<file path="src/rtl/dma_pkg.sv">
package dma_pkg;
  localparam int WORD_W = 32;

  localparam logic [1:0] REG_BASE = 2'd0;
  localparam logic [1:0] REG_LEN  = 2'd1;
  localparam logic [1:0] REG_MODE = 2'd2;
  localparam logic [1:0] REG_CMD  = 2'd3;

  typedef enum logic [3:0] {
    ST_IDLE,
    ST_DESC_RD,
    ST_DESC_CAP,
    ST_CHECK,
    ST_D2M_WAIT,
    ST_D2M_WR,
    ST_M2D_RD,
    ST_M2D_CAP,
    ST_M2D_WAIT
  } eng_state_t;
endpackage

</file>
<file path="src/rtl/dma_rst_sync.sv">
module dma_rst_sync (
  input  logic clk,
  input  logic rst_n,
  output logic rst_sync_n
);
  logic stage_q;

  always_ff @(posedge clk or negedge rst_n) begin
    if (!rst_n) begin
      stage_q    <= 1'b0;
      rst_sync_n <= 1'b0;
    end else begin
      stage_q    <= 1'b1;
      rst_sync_n <= stage_q;
    end
  end
endmodule

</file>
<file path="src/rtl/dma_regs.sv">
module dma_regs
  import dma_pkg::*;
#(
  parameter int ADDR_W = 32
) (
  input  logic              clk,
  input  logic              rst_n,
  input  logic              cfg_we,
  input  logic [1:0]        cfg_addr,
  input  logic [WORD_W-1:0] cfg_wdata,
  output logic [WORD_W-1:0] cfg_rdata,
  input  logic              busy,
  input  logic              done_set,
  input  logic              err_set,
  output logic [ADDR_W-1:0] base_q,
  output logic [WORD_W-1:0] len_q,
  output logic              dir_q,
  output logic              chain_q,
  output logic              start_go,
  output logic              done_q,
  output logic              err_q
);
  logic wr_base, wr_len, wr_mode, clr_cmd;
  logic done_d, err_d, flag_en;

  always_comb begin
    wr_base  = cfg_we && (cfg_addr == REG_BASE) && !busy;
    wr_len   = cfg_we && (cfg_addr == REG_LEN)  && !busy;
    wr_mode  = cfg_we && (cfg_addr == REG_MODE) && !busy;
    start_go = cfg_we && (cfg_addr == REG_CMD) && cfg_wdata[0] && !busy;
    clr_cmd  = cfg_we && (cfg_addr == REG_CMD) && cfg_wdata[1];

    done_d = done_q;
    err_d  = err_q;
    if (clr_cmd || start_go) begin
      done_d = 1'b0;
      err_d  = 1'b0;
    end
    if (done_set) done_d = 1'b1;
    if (err_set)  err_d  = 1'b1;
    flag_en = clr_cmd || start_go || done_set || err_set;
  end

  always_ff @(posedge clk or negedge rst_n) begin
    if (!rst_n) begin
      base_q  <= '0;
      len_q   <= '0;
      dir_q   <= 1'b0;
      chain_q <= 1'b0;
      done_q  <= 1'b0;
      err_q   <= 1'b0;
    end else begin
      if (wr_base) base_q <= cfg_wdata[ADDR_W-1:0];
      if (wr_len)  len_q  <= cfg_wdata;
      if (wr_mode) begin
        dir_q   <= cfg_wdata[0];
        chain_q <= cfg_wdata[1];
      end
      if (flag_en) begin
        done_q <= done_d;
        err_q  <= err_d;
      end
    end
  end

  always_comb begin
    unique case (cfg_addr)
      REG_BASE: cfg_rdata = WORD_W'(base_q);
      REG_LEN:  cfg_rdata = len_q;
      REG_MODE: cfg_rdata = {{(WORD_W-2){1'b0}}, chain_q, dir_q};
      default:  cfg_rdata = {{(WORD_W-3){1'b0}}, err_q, done_q, busy};
    endcase
  end
endmodule

</file>
<file path="src/rtl/dma_page_check.sv">
module dma_page_check #(
  parameter int LEN_W   = 16,
  parameter int PAGE_LG = 12
) (
  input  logic [PAGE_LG-1:0] blk_off,
  input  logic [29:0]        blk_wlen,
  output logic [LEN_W-3:0]   blk_words,
  output logic               blk_bad
);
  localparam int WCNT_W = LEN_W - 2;
  localparam int SUM_W  = ((LEN_W > PAGE_LG) ? LEN_W : PAGE_LG) + 1;
  localparam logic [SUM_W-1:0] PAGE_SZ = SUM_W'(1) << PAGE_LG;

  logic             too_big;
  logic [SUM_W-1:0] span;

  always_comb begin
    too_big   = |blk_wlen[29:WCNT_W];
    blk_words = blk_wlen[WCNT_W-1:0];
    span      = SUM_W'(blk_off) + SUM_W'({blk_words, 2'b00});
    blk_bad   = too_big || (blk_words == '0) || (span > PAGE_SZ);
  end
endmodule

</file>
<file path="src/rtl/dma_engine.sv">
module dma_engine
  import dma_pkg::*;
#(
  parameter int ADDR_W  = 32,
  parameter int LEN_W   = 16,
  parameter int PAGE_LG = 12
) (
  input  logic              clk,
  input  logic              rst_n,
  input  logic              start_go,
  input  logic [ADDR_W-1:0] cfg_base,
  input  logic [29:0]       cfg_wlen,
  input  logic              cfg_dir,
  input  logic              cfg_chain,
  output logic [PAGE_LG-1:0] blk_off,
  output logic [29:0]       blk_wlen,
  input  logic [LEN_W-3:0]  blk_words,
  input  logic              blk_bad,
  output logic [ADDR_W-1:0] mem_addr,
  output logic              mem_rd,
  output logic              mem_wr,
  output logic [WORD_W-1:0] mem_wdata,
  input  logic [WORD_W-1:0] mem_rdata,
  input  logic              per_req,
  output logic              per_ack,
  input  logic [WORD_W-1:0] per_rdata,
  output logic [WORD_W-1:0] per_wdata,
  output logic              busy,
  output logic              done_set,
  output logic              err_set
);
  localparam int WCNT_W = LEN_W - 2;
  localparam logic [ADDR_W-1:0] ALIGN_MASK = ~ADDR_W'(3);
  localparam logic [ADDR_W-1:0] STEP       = ADDR_W'(4);

  eng_state_t        state_q, state_d;
  logic [ADDR_W-1:0] ptr_q, ptr_d;
  logic [1:0]        idx_q, idx_d;
  logic [ADDR_W-1:0] addr_q, addr_d;
  logic [29:0]       wlen_q, wlen_d;
  logic              dir_q, dir_d;
  logic [ADDR_W-1:0] next_q, next_d;
  logic [WCNT_W-1:0] left_q, left_d;
  logic [WORD_W-1:0] buf_q, buf_d;
  logic              buf_en, blk_end;

  assign busy      = (state_q != ST_IDLE);
  assign mem_wdata = buf_q;
  assign per_wdata = buf_q;
  assign blk_off   = addr_q[PAGE_LG-1:0];
  assign blk_wlen  = wlen_q;

  always_comb begin
    state_d  = state_q;
    ptr_d    = ptr_q;
    idx_d    = idx_q;
    addr_d   = addr_q;
    wlen_d   = wlen_q;
    dir_d    = dir_q;
    next_d   = next_q;
    left_d   = left_q;
    buf_d    = buf_q;
    buf_en   = 1'b0;
    blk_end  = 1'b0;
    mem_addr = '0;
    mem_rd   = 1'b0;
    mem_wr   = 1'b0;
    per_ack  = 1'b0;
    done_set = 1'b0;
    err_set  = 1'b0;

    unique case (state_q)
      ST_IDLE: begin
        if (start_go) begin
          if (cfg_chain) begin
            ptr_d   = cfg_base & ALIGN_MASK;
            idx_d   = 2'd0;
            state_d = ST_DESC_RD;
          end else begin
            addr_d  = cfg_base & ALIGN_MASK;
            wlen_d  = cfg_wlen;
            dir_d   = cfg_dir;
            next_d  = '0;
            state_d = ST_CHECK;
          end
        end
      end
      ST_DESC_RD: begin
        mem_rd   = 1'b1;
        mem_addr = ptr_q + ADDR_W'({idx_q, 2'b00});
        state_d  = ST_DESC_CAP;
      end
      ST_DESC_CAP: begin
        idx_d = idx_q + 2'd1;
        unique case (idx_q)
          2'd0:    addr_d = mem_rdata[ADDR_W-1:0] & ALIGN_MASK;
          2'd1:    wlen_d = mem_rdata[WORD_W-1:2];
          2'd2:    dir_d  = mem_rdata[0];
          default: next_d = mem_rdata[ADDR_W-1:0] & ALIGN_MASK;
        endcase
        state_d = (idx_q == 2'd3) ? ST_CHECK : ST_DESC_RD;
      end
      ST_CHECK: begin
        if (blk_bad) begin
          err_set = 1'b1;
          state_d = ST_IDLE;
        end else begin
          left_d  = blk_words;
          state_d = dir_q ? ST_M2D_RD : ST_D2M_WAIT;
        end
      end
      ST_D2M_WAIT: begin
        per_ack = per_req;
        if (per_req) begin
          buf_d   = per_rdata;
          buf_en  = 1'b1;
          state_d = ST_D2M_WR;
        end
      end
      ST_D2M_WR: begin
        mem_wr   = 1'b1;
        mem_addr = addr_q;
        addr_d   = addr_q + STEP;
        left_d   = left_q - WCNT_W'(1);
        if (left_q == WCNT_W'(1)) blk_end = 1'b1;
        else                      state_d = ST_D2M_WAIT;
      end
      ST_M2D_RD: begin
        mem_rd   = 1'b1;
        mem_addr = addr_q;
        state_d  = ST_M2D_CAP;
      end
      ST_M2D_CAP: begin
        buf_d   = mem_rdata;
        buf_en  = 1'b1;
        state_d = ST_M2D_WAIT;
      end
      ST_M2D_WAIT: begin
        per_ack = per_req;
        if (per_req) begin
          addr_d = addr_q + STEP;
          left_d = left_q - WCNT_W'(1);
          if (left_q == WCNT_W'(1)) blk_end = 1'b1;
          else                      state_d = ST_M2D_RD;
        end
      end
      default: state_d = ST_IDLE;
    endcase

    if (blk_end) begin
      if (next_q != '0) begin
        ptr_d   = next_q;
        idx_d   = 2'd0;
        state_d = ST_DESC_RD;
      end else begin
        done_set = 1'b1;
        state_d  = ST_IDLE;
      end
    end
  end

  always_ff @(posedge clk or negedge rst_n) begin
    if (!rst_n) begin
      state_q <= ST_IDLE;
      ptr_q   <= '0;
      idx_q   <= '0;
      addr_q  <= '0;
      wlen_q  <= '0;
      dir_q   <= 1'b0;
      next_q  <= '0;
      left_q  <= '0;
      buf_q   <= '0;
    end else begin
      state_q <= state_d;
      ptr_q   <= ptr_d;
      idx_q   <= idx_d;
      addr_q  <= addr_d;
      wlen_q  <= wlen_d;
      dir_q   <= dir_d;
      next_q  <= next_d;
      left_q  <= left_d;
      if (buf_en) buf_q <= buf_d;
    end
  end
endmodule

</file>
<file path="src/rtl/dma_chain_ctrl.sv">
module dma_chain_ctrl
  import dma_pkg::*;
#(
  parameter int ADDR_W     = 32,
  parameter int LEN_W      = 16,
  parameter int PAGE_BYTES = 4096
) (
  input  logic              clk,
  input  logic              rst_n,
  input  logic              cfg_we,
  input  logic [1:0]        cfg_addr,
  input  logic [31:0]       cfg_wdata,
  output logic [31:0]       cfg_rdata,
  output logic [ADDR_W-1:0] mem_addr,
  output logic              mem_rd,
  output logic              mem_wr,
  output logic [31:0]       mem_wdata,
  input  logic [31:0]       mem_rdata,
  input  logic              per_req,
  output logic              per_ack,
  input  logic [31:0]       per_rdata,
  output logic [31:0]       per_wdata,
  output logic              irq
);
  localparam int PAGE_LG = $clog2(PAGE_BYTES);

  logic              rst_sync_n;
  logic              busy_w, done_set, err_set, start_go;
  logic              done_w, err_w, dir_w, chain_w;
  logic [ADDR_W-1:0] base_w;
  logic [31:0]       len_w;
  logic [PAGE_LG-1:0] blk_off;
  logic [29:0]       blk_wlen;
  logic [LEN_W-3:0]  blk_words;
  logic              blk_bad;

  dma_rst_sync u_rst (
    .clk        (clk),
    .rst_n      (rst_n),
    .rst_sync_n (rst_sync_n)
  );

  dma_regs #(.ADDR_W(ADDR_W)) u_regs (
    .clk       (clk),
    .rst_n     (rst_sync_n),
    .cfg_we    (cfg_we),
    .cfg_addr  (cfg_addr),
    .cfg_wdata (cfg_wdata),
    .cfg_rdata (cfg_rdata),
    .busy      (busy_w),
    .done_set  (done_set),
    .err_set   (err_set),
    .base_q    (base_w),
    .len_q     (len_w),
    .dir_q     (dir_w),
    .chain_q   (chain_w),
    .start_go  (start_go),
    .done_q    (done_w),
    .err_q     (err_w)
  );

  dma_page_check #(.LEN_W(LEN_W), .PAGE_LG(PAGE_LG)) u_page (
    .blk_off   (blk_off),
    .blk_wlen  (blk_wlen),
    .blk_words (blk_words),
    .blk_bad   (blk_bad)
  );

  dma_engine #(.ADDR_W(ADDR_W), .LEN_W(LEN_W), .PAGE_LG(PAGE_LG)) u_eng (
    .clk       (clk),
    .rst_n     (rst_sync_n),
    .start_go  (start_go),
    .cfg_base  (base_w),
    .cfg_wlen  (len_w[31:2]),
    .cfg_dir   (dir_w),
    .cfg_chain (chain_w),
    .blk_off   (blk_off),
    .blk_wlen  (blk_wlen),
    .blk_words (blk_words),
    .blk_bad   (blk_bad),
    .mem_addr  (mem_addr),
    .mem_rd    (mem_rd),
    .mem_wr    (mem_wr),
    .mem_wdata (mem_wdata),
    .mem_rdata (mem_rdata),
    .per_req   (per_req),
    .per_ack   (per_ack),
    .per_rdata (per_rdata),
    .per_wdata (per_wdata),
    .busy      (busy_w),
    .done_set  (done_set),
    .err_set   (err_set)
  );

  assign irq = done_w;
endmodule

</file>
<file path="config.mk">
export PLATFORM = sky130hd
export DESIGN_NAME = dma_chain_ctrl
export DESIGN_NICKNAME = d
export VERILOG_FILES = /design/src/rtl/dma_pkg.sv /design/src/rtl/dma_rst_sync.sv /design/src/rtl/dma_regs.sv /design/src/rtl/dma_page_check.sv /design/src/rtl/dma_engine.sv /design/src/rtl/dma_chain_ctrl.sv
export SDC_FILE = /design/constraint.sdc
export NUM_CORES = 1
export LEC_CHECK = 0
export BUFFER_PORTS_ARGS = -buffer_cell sky130_fd_sc_hd__buf_2
export CELL_PAD_IN_SITES_DETAIL_PLACEMENT = 1
export CELL_PAD_IN_SITES_GLOBAL_PLACEMENT = 1
export CORE_MARGIN = 2
export CORE_UTILIZATION = 44
export DETAILED_ROUTE_END_ITERATION = 6
export PLACE_DENSITY = 0.82
export SLEW_MARGIN = 20
export SYNTH_ARGS = -nofsm -noshare
export SYNTH_HDL_FRONTEND = slang
export SYNTH_HIERARCHICAL = 1
export SYNTH_SLANG_ARGS = --single-unit
</file>
<file path="constraint.sdc">
create_clock -name clk -period 9.1 [get_ports clk]
set_clock_uncertainty 0.1 [all_clocks]
set_input_delay 1.365 -clock clk [delete_from_list [all_inputs] [get_ports clk]]
set_output_delay 1.365 -clock clk [all_outputs]
set_load 0.01 [all_outputs]
</file>
Word-level counts from Yosys, hierarchy flattened
Cells that the tools add are included.
{"block": "word_totals", "reg_bits": 249, "inputBits": 102, "out_inout_bits": 132, "wordCells": 155}
{"block": "op_classes", "add_sub_neg": 5, "n_lt_le_gt_ge": 1, "eq_ne": 29, "muxes": 61, "reduce_logical": 42}
{"cell": "2-to-1 mux 32 bit", "count": 13}
{"cell": "one-hot mux 32 bit (2 select lines)", "count": 3}
{"cell": "one-hot mux 32 bit (4 select lines)", "count": 1}
{"cell": "one-hot mux 32 bit (3 select lines)", "count": 1}
{"cell": "2-to-1 mux 30 bit", "count": 3}
{"cell": "one-hot mux 30 bit (2 select lines)", "count": 1}
{"cell": "one-hot mux 14 bit (3 select lines)", "count": 1}
{"cell": "one-hot mux 4 bit (9 select lines)", "count": 1}
{"cell": "adder 32 x 3 -> 32 bit (second input constant)", "count": 1}
{"cell": "adder 32 x 4 -> 32 bit", "count": 1}
{"cell": "nonzero test 32 bit", "count": 1}
{"cell": "2-to-1 mux 14 bit", "count": 2}
{"cell": "2-to-1 mux 4 bit", "count": 7}
{"cell": "adder 12 x 16 -> 17 bit", "count": 1}
{"cell": "greater-than comparator 17 x 13 -> 1 bit (second input constant)", "count": 1}
{"cell": "2-to-1 mux 1 bit", "count": 17}
{"cell": "equality test 4 x 3 -> 1 bit (second input constant)", "count": 4}
{"cell": "OR reduction 16 bit", "count": 1}
{"cell": "inequality test 3 x 2 -> 1 bit (second input constant)", "count": 5}
{"cell": "equality test 14 x 1 -> 1 bit (second input constant)", "count": 1}
{"cell": "logical NOT 14 bit", "count": 1}
{"cell": "2-to-1 mux 2 bit", "count": 7}
{"cell": "subtractor 14 x 1 -> 14 bit (second input constant)", "count": 1}
{"cell": "inequality test 2 bit (second input constant)", "count": 6}
{"cell": "other kinds (23)", "count": 57}

Logic depth before layout (Yosys ltp)
{"block": "logic_depth", "ltp_word": 8, "ltp_mapped": 16, "mapped_depth_nobuf": 13}

By module
Netlist, hierarchy kept.
{"mod": "dma_engine", "instances": 1, "cells_each": 1230, "area_each_um2": 10388.7, "seq_area_each_um2": 4379.2}
{"mod": "dma_regs", "instances": 1, "cells_each": 221, "area_each_um2": 3071.7, "seq_area_each_um2": 1701.6}
{"mod": "dma_page_check", "instances": 1, "cells_each": 100, "area_each_um2": 787.0, "seq_area_each_um2": 0.0}
{"mod": "dma_rst_sync", "instances": 1, "cells_each": 3, "area_each_um2": 53.8, "seq_area_each_um2": 50.0}

Least setup slack after synthesis
No wires, ideal clock.
{"block": "synth_timing", "path_type": "register to register", "startpoint": "register u_eng.addr_q[2]", "endpoint": "register u_eng.left_q[10]", "setup_time_ns": 0.121, "arrival_ns": 3.563, "required_ns": 8.879, "path_slack_ns": 5.316, "path_stages_with_launch": 16, "n_path_buf": 3, "synth_period_minus_slack_ns": 3.784, "path_cell_list": "dfrtp_1 buf_4 ha_1 fa_1 a211o_2 a31oi_4 or3_1 o211ai_2 a2111oi_2 o221ai_1 nor2_1 a21oi_1 o32a_1 clkbuf_1 clkbuf_1 o22a_1"}
{"block": "synth_between", "elab_chain_cells": 5}
{"item": "start, declared", "line_no": "dma_engine.sv:39", "text": "logic [ADDR_W-1:0] addr_q, addr_d;"}
{"item": "start signal, assigned", "line_no": "dma_engine.sv:177", "text": "addr_q <= addr_d;"}
{"item": "adder 12 x 16 -> 17 bit", "line_no": "dma_page_check.sv:20", "text": "span = SUM_W'(blk_off) + SUM_W'({blk_words, 2'b00});"}
{"item": "greater-than comparator 17 x 13 -> 1 bit", "line_no": "dma_page_check.sv:21", "text": "blk_bad = too_big || (blk_words == '0) || (span > PAGE_SZ);"}
{"item": "logical OR 1 bit", "line_no": "dma_page_check.sv:21"}
{"item": "via blk_bad", "line_no": "dma_chain_ctrl.sv:35", "text": "logic blk_bad;"}
{"item": "inequality test 2 bit (no source line)"}
{"item": "AND reduction 3 bit (no source line)"}
{"item": "end signal, assigned", "line_no": "dma_engine.sv:181", "text": "left_q <= left_d;"}
{"item": "end, declared", "line_no": "dma_engine.sv:43", "text": "logic [WCNT_W-1:0] left_q, left_d;"}
The timed path passes the listed nets, and every way through them passes these cells.
A chain may end at the register's enable or synchronous reset.

Worst setup path after layout
{"block": "layout_timing", "startpoint": "register u_eng.idx_q[0]", "endpoint": "output mem_addr[20]"}
{"block": "layout_between", "elab_chain_cells": 2}
{"item": "start, declared", "line_no": "dma_engine.sv:38", "text": "logic [1:0] idx_q, idx_d;"}
{"item": "start signal, assigned", "line_no": "dma_engine.sv:176", "text": "idx_q <= idx_d;"}
{"item": "adder 32 x 4 -> 32 bit", "line_no": "dma_engine.sv:90", "text": "mem_addr = ptr_q + ADDR_W'({idx_q, 2'b00});"}
{"item": "one-hot mux 32 bit (2 select lines)", "line_no": "dma_engine.sv:72", "text": "unique case (state_q)"}
{"item": "end, declared", "line_no": "dma_chain_ctrl.sv:14", "text": "output logic [ADDR_W-1:0] mem_addr,"}
No other way between the ends.

==> impl.org <==
** Run status
- Run status :: completed

** Synthesis
- The portion of synthesized area spent on multiplexers is 10.79%.
- FF+latch count, synth :: 245
- Cells after synthesis :: 1,554
- By area, the combinational part of the netlist is dominated by compound AO/OA/AOI/OAI gates.
- The number of different library cells used by synthesis comes to 87.
- Xor and xnor area share after synthesis :: 1.960%
- Yosys warning total :: 6
- In the synthesized netlist the async set-or-reset flop fraction comes to 100.0%.
- The most used flip-flop cell after synthesis is dfrtp_1.
- The synthesized netlist occupies a cell area of 14,300 sq um.
- Summing the areas of all fa, ha and maj instances in the mapped netlist gives 1.942% of the synthesized area.
- Number of enable flip-flop cells after synthesis :: 0
- Compound-gate portion of the synthesized area :: 17.87%
- Basic-gate share of the synthesized area counting and, or, nand and nor cells :: 17.45%
- Sequential cells were found to cover 42.87% of the synthesized design area.
- After synthesis, the mean cell area works out to 9.203 sq um.

** Global routing
- After global routing the overflow that remains totals 0.
- The initial antenna violation count came to 2.
- Number of global-route vias before repair :: 13,109
- Across every metal layer, demand over resource in global routing totals 29.42%.
- Global-route wire length before repair :: 76.86 mm
- Entering global routing, the biggest net connects 65 pins.

** Critical path
- The kind of cell with the highest combined delay along the critical path is simple AND/OR/NAND/NOR gates.
- Setup slack on the worst reg-to-reg path comes out at 4.99 ns.
- The worst setup path is launched from a flip-flop.
- Count of buffer and inverter cells on the critical path :: 1
- Crit-path slowest cell :: dfrtp_1
- The worst setup path is captured at a primary output.
- The critical path goes through ha_1 -> fa_1 -> and4_1 -> nand3_1 -> nor3_1 -> xnor2_1 -> o21ai_0 -> buf_2.
- Class of the most critical setup path :: reg -> out
- Along the worst path, the maximum fanout reaches 10.
- Critical path data required time :: 7.64 ns
- Largest stage delay on the critical path :: 0.45 ns
- Count of cell instances traversed by the critical path :: 8
- For the worst flop-to-flop path, the logic depth is 13.
- STA puts the critical path data arrival time at 3.20 ns.

** Finish
- Fillers :: 3,764
- Commonest non-fill, non-tap cell in the layout :: dfrtp_1
- In the final layout, the share of cells above drive strength 1 is 24.87%.
- Number of nets at the end of the flow :: 1,810
- Layout-stage area growth over the synthesis result :: 14.37%
- The repair_antennas step left the layout with diodes totalling 0.
- The library cells used most frequently in the layout, excluding fill and tap cells, are dfrtp_1, buf_2, nor2_1, nand2_1, o21ai_0.

** Clock network
- Clock Tree Buf Depth :: 3
- Clock tree from TritonCTS :: built
- Buffers inserted to repair hold after CTS numbered 0.
- Buffers inserted during clock tree synthesis total 28.
- In this run the number of H-tree levels came out at 1.
- Gates resized during post-CTS repair numbered 0.
- Number of sinks on the clock net :: 245
- Clock edge transition at the registers on the reported setup and hold paths :: 0.06 ns
- The cell sitting at the root of the clock tree is a clkbuf_16.
- Post-CTS setup buffers :: 0
- Worst skew pair latency :: 0.56 ns

** Pwr
- Summing internal, switching and leakage power gives 5.891 mW.
- The share of total power dissipated in combinational logic is 42.0%.
- Clock network fraction of design power :: 20.0%
- IR analysis of the VDD net gives a maximum drop of 0.1810 mV.
- In this run the power spent charging and discharging nets is 2.616 mW.
- Internal power comes to 3.276 mW.
- PwrDens :: 360.2 nW/um^2
- Pleak :: 7.187 nW
- Switching power share of the total :: 44.40%
- Fraction of power consumed by sequential logic :: 38.0%

** Place
- Final GP Congestion :: 0.9666
- Hpwl dp :: 36.67 mm
- Input and output buffers added on the ports amount to 233.

** STA
- After layout, the worst path uses 51.28% of the clock period.
- Pins over their slew limit :: 0
- Maximum achievable frequency :: 214.3 MHz
- Setup violations remaining at the end of the flow were counted as 0.
- Number of endpoints with negative hold slack in the final report :: 0
- The clock period could shrink to 4.666 ns.
- In the final timing run, aggregate negative setup slack is 0 ns.
- Setup repair after global routing left no endpoint under its margin.
- In this run the tightest slew margin relative to its limit is 18.45%.
- For the pin with the worst max-slew slack, the measured transition is 1.214 ns.

** Drt
- First-iteration detailed-routing DRC count :: 1,077
- After detailed routing, the number of remaining DRC violations is 0.
- TritonRoute pass-1 iters :: 5
- Overall via count from detail_route :: 13,027
- Per-cell via count in the routed design :: 6.056
- The final layout contains routed wiring with a total length of 50.71 mm.
- After detailed routing, the average wire length per cell comes to 23.58 um.
- Antenna-violating nets left :: 0

** Die
- Initial core utilization :: 44.29%
- The floorplan has 66 rows.
- The die is 184.3 um wide.
- DIE AREA :: 33,960 sq um
- Number of top-level design ports :: 234
- The core region is 32,290 sq um.
- In this run the vertical extent of the chip is 184.3 um.

** Hold path
- Min-Delay Path Depth :: 0
- The path class of the tightest hold or removal check is reg -> reg.

** Run
- Max-cap violations in this run came to 0.
## kinds of logic (layout without fill, tap and decap cells)
logic type,Yosys count,after routing
buf+inv,180,334
xor+xnor,32,32
other cells,2,3
flops,245,245
simple gates,533,533
mux,143,143
fa+ha+maj,21,21
compound gates,398,398
## state kept, by name, summed over array words and instances (netlist names), 2 cells and up
register	flops
u_eng/left_q	14
u_regs/len_q	32
u_eng/state_q	4
u_eng/addr_q	30
u_eng/ptr_q	32
u_eng/mem_wdata	32
u_eng/idx_q	2
u_regs/base_q	32
u_eng/next_q	30
u_eng/blk_wlen	30
## final timing paths
| check | start | to |
|---|---|---|
| max | u_eng/idx_q[0]$_DFF_PN0_ | mem_addr[20] |
| min | u_rst/stage_q$_DFF_PN0_ | u_rst/rst_sync_n$_DFF_PN0_ |
| max reg2reg | u_eng/addr_q[2]$_DFFE_PN0P_ | u_eng/left_q[9]$_DFFE_PN0P_ |
| min reg2reg | u_rst/stage_q$_DFF_PN0_ | u_rst/rst_sync_n$_DFF_PN0_ |
| max in group asynchronous | u_rst/rst_sync_n$_DFF_PN0_ | u_eng/next_q[26]$_DFFE_PN0P_ |
| min in group asynchronous | u_rst/rst_sync_n$_DFF_PN0_ | u_regs/len_q[6]$_DFFE_PN0P_ |
## final cells by class
class	instances	area, sq um	area share [%]
well taps	442	553.0	3.381
clock inverters	13	153.9	0.9409
clock buffers	39	803.3	4.911
inverters	25	93.84	0.5737
repair buffers	257	1386	8.476
multi-input cells	1130	7232	44.21
flip-flops and latches	245	6135	37.50
## power by group through the flow
stage	Sequential [mW]	Combinational [mW]	Clock [mW]
detailed placement	2.22	2.40	0
floorplan	1.98	1.84	0
finish	2.24	2.47	1.18
CTS	2.21	2.43	1.20
global route	2.30	2.70	1.23
global placement	2.18	2.28	0
## cells in the mapped netlist (all sizes together), types with 5 or more instances
cell type  instances  area share (%)
a31oi             45             2.1
a21o               7            0.38
nor4              25             1.2
mux2              69             5.4
mux2i             72             5.0
nor3b              6            0.46
nor3              29             1.1
clkbuf            44             1.2
a22o              10            0.61
o211ai             7            0.40
ha                19             1.7
or4                7            0.42
o31ai              5            0.30
and2               9            0.39
dfrtp            245              43
and3               9            0.39
nand3             27            0.94
inv               25            0.66
a211oi             8            0.45
a22oi             10            0.52
nor2b              6            0.26
nand2b             9            0.39
o22ai             32             1.4
o21bai             9            0.47
o21ai            116             4.1
nor2             202             5.5
xnor2             25             1.5
nand2            167             4.4
xor2               7            0.43
a41oi              6            0.37
a21oi             91             3.5
buf              111             5.3
and4               6            0.37
nand4             14            0.61
o31a               5            0.31
## per-stage QoR
step	util, %	worst slack, ns	cells	instance area [sq um]	hold WS [ns]
global placement	47.52	4.924	2097	15340	0.2341
detailed placement	47.52	4.814	2097	15340	0.2379
global route	50.66	4.325	2151	16360	0.2559
floorplan	-	1.667	1555	14310	0.2312
finish	50.66	4.434	2151	16360	0.2508
CTS	50.49	4.409	2149	16300	0.2516
## metal layers
metal / up-vias / wire length, um / GRT usage, %
li1: 5786 / - / -
met1: 6602 / 22100 / 40.38
met2: 539 / 22940 / 46.34
met3: 96 / 4094 / 6.580
met4: 4 / 1547 / 9.344
met5: - / 24 / 0
No activity file was read; power rests on OpenSTA's default activity.
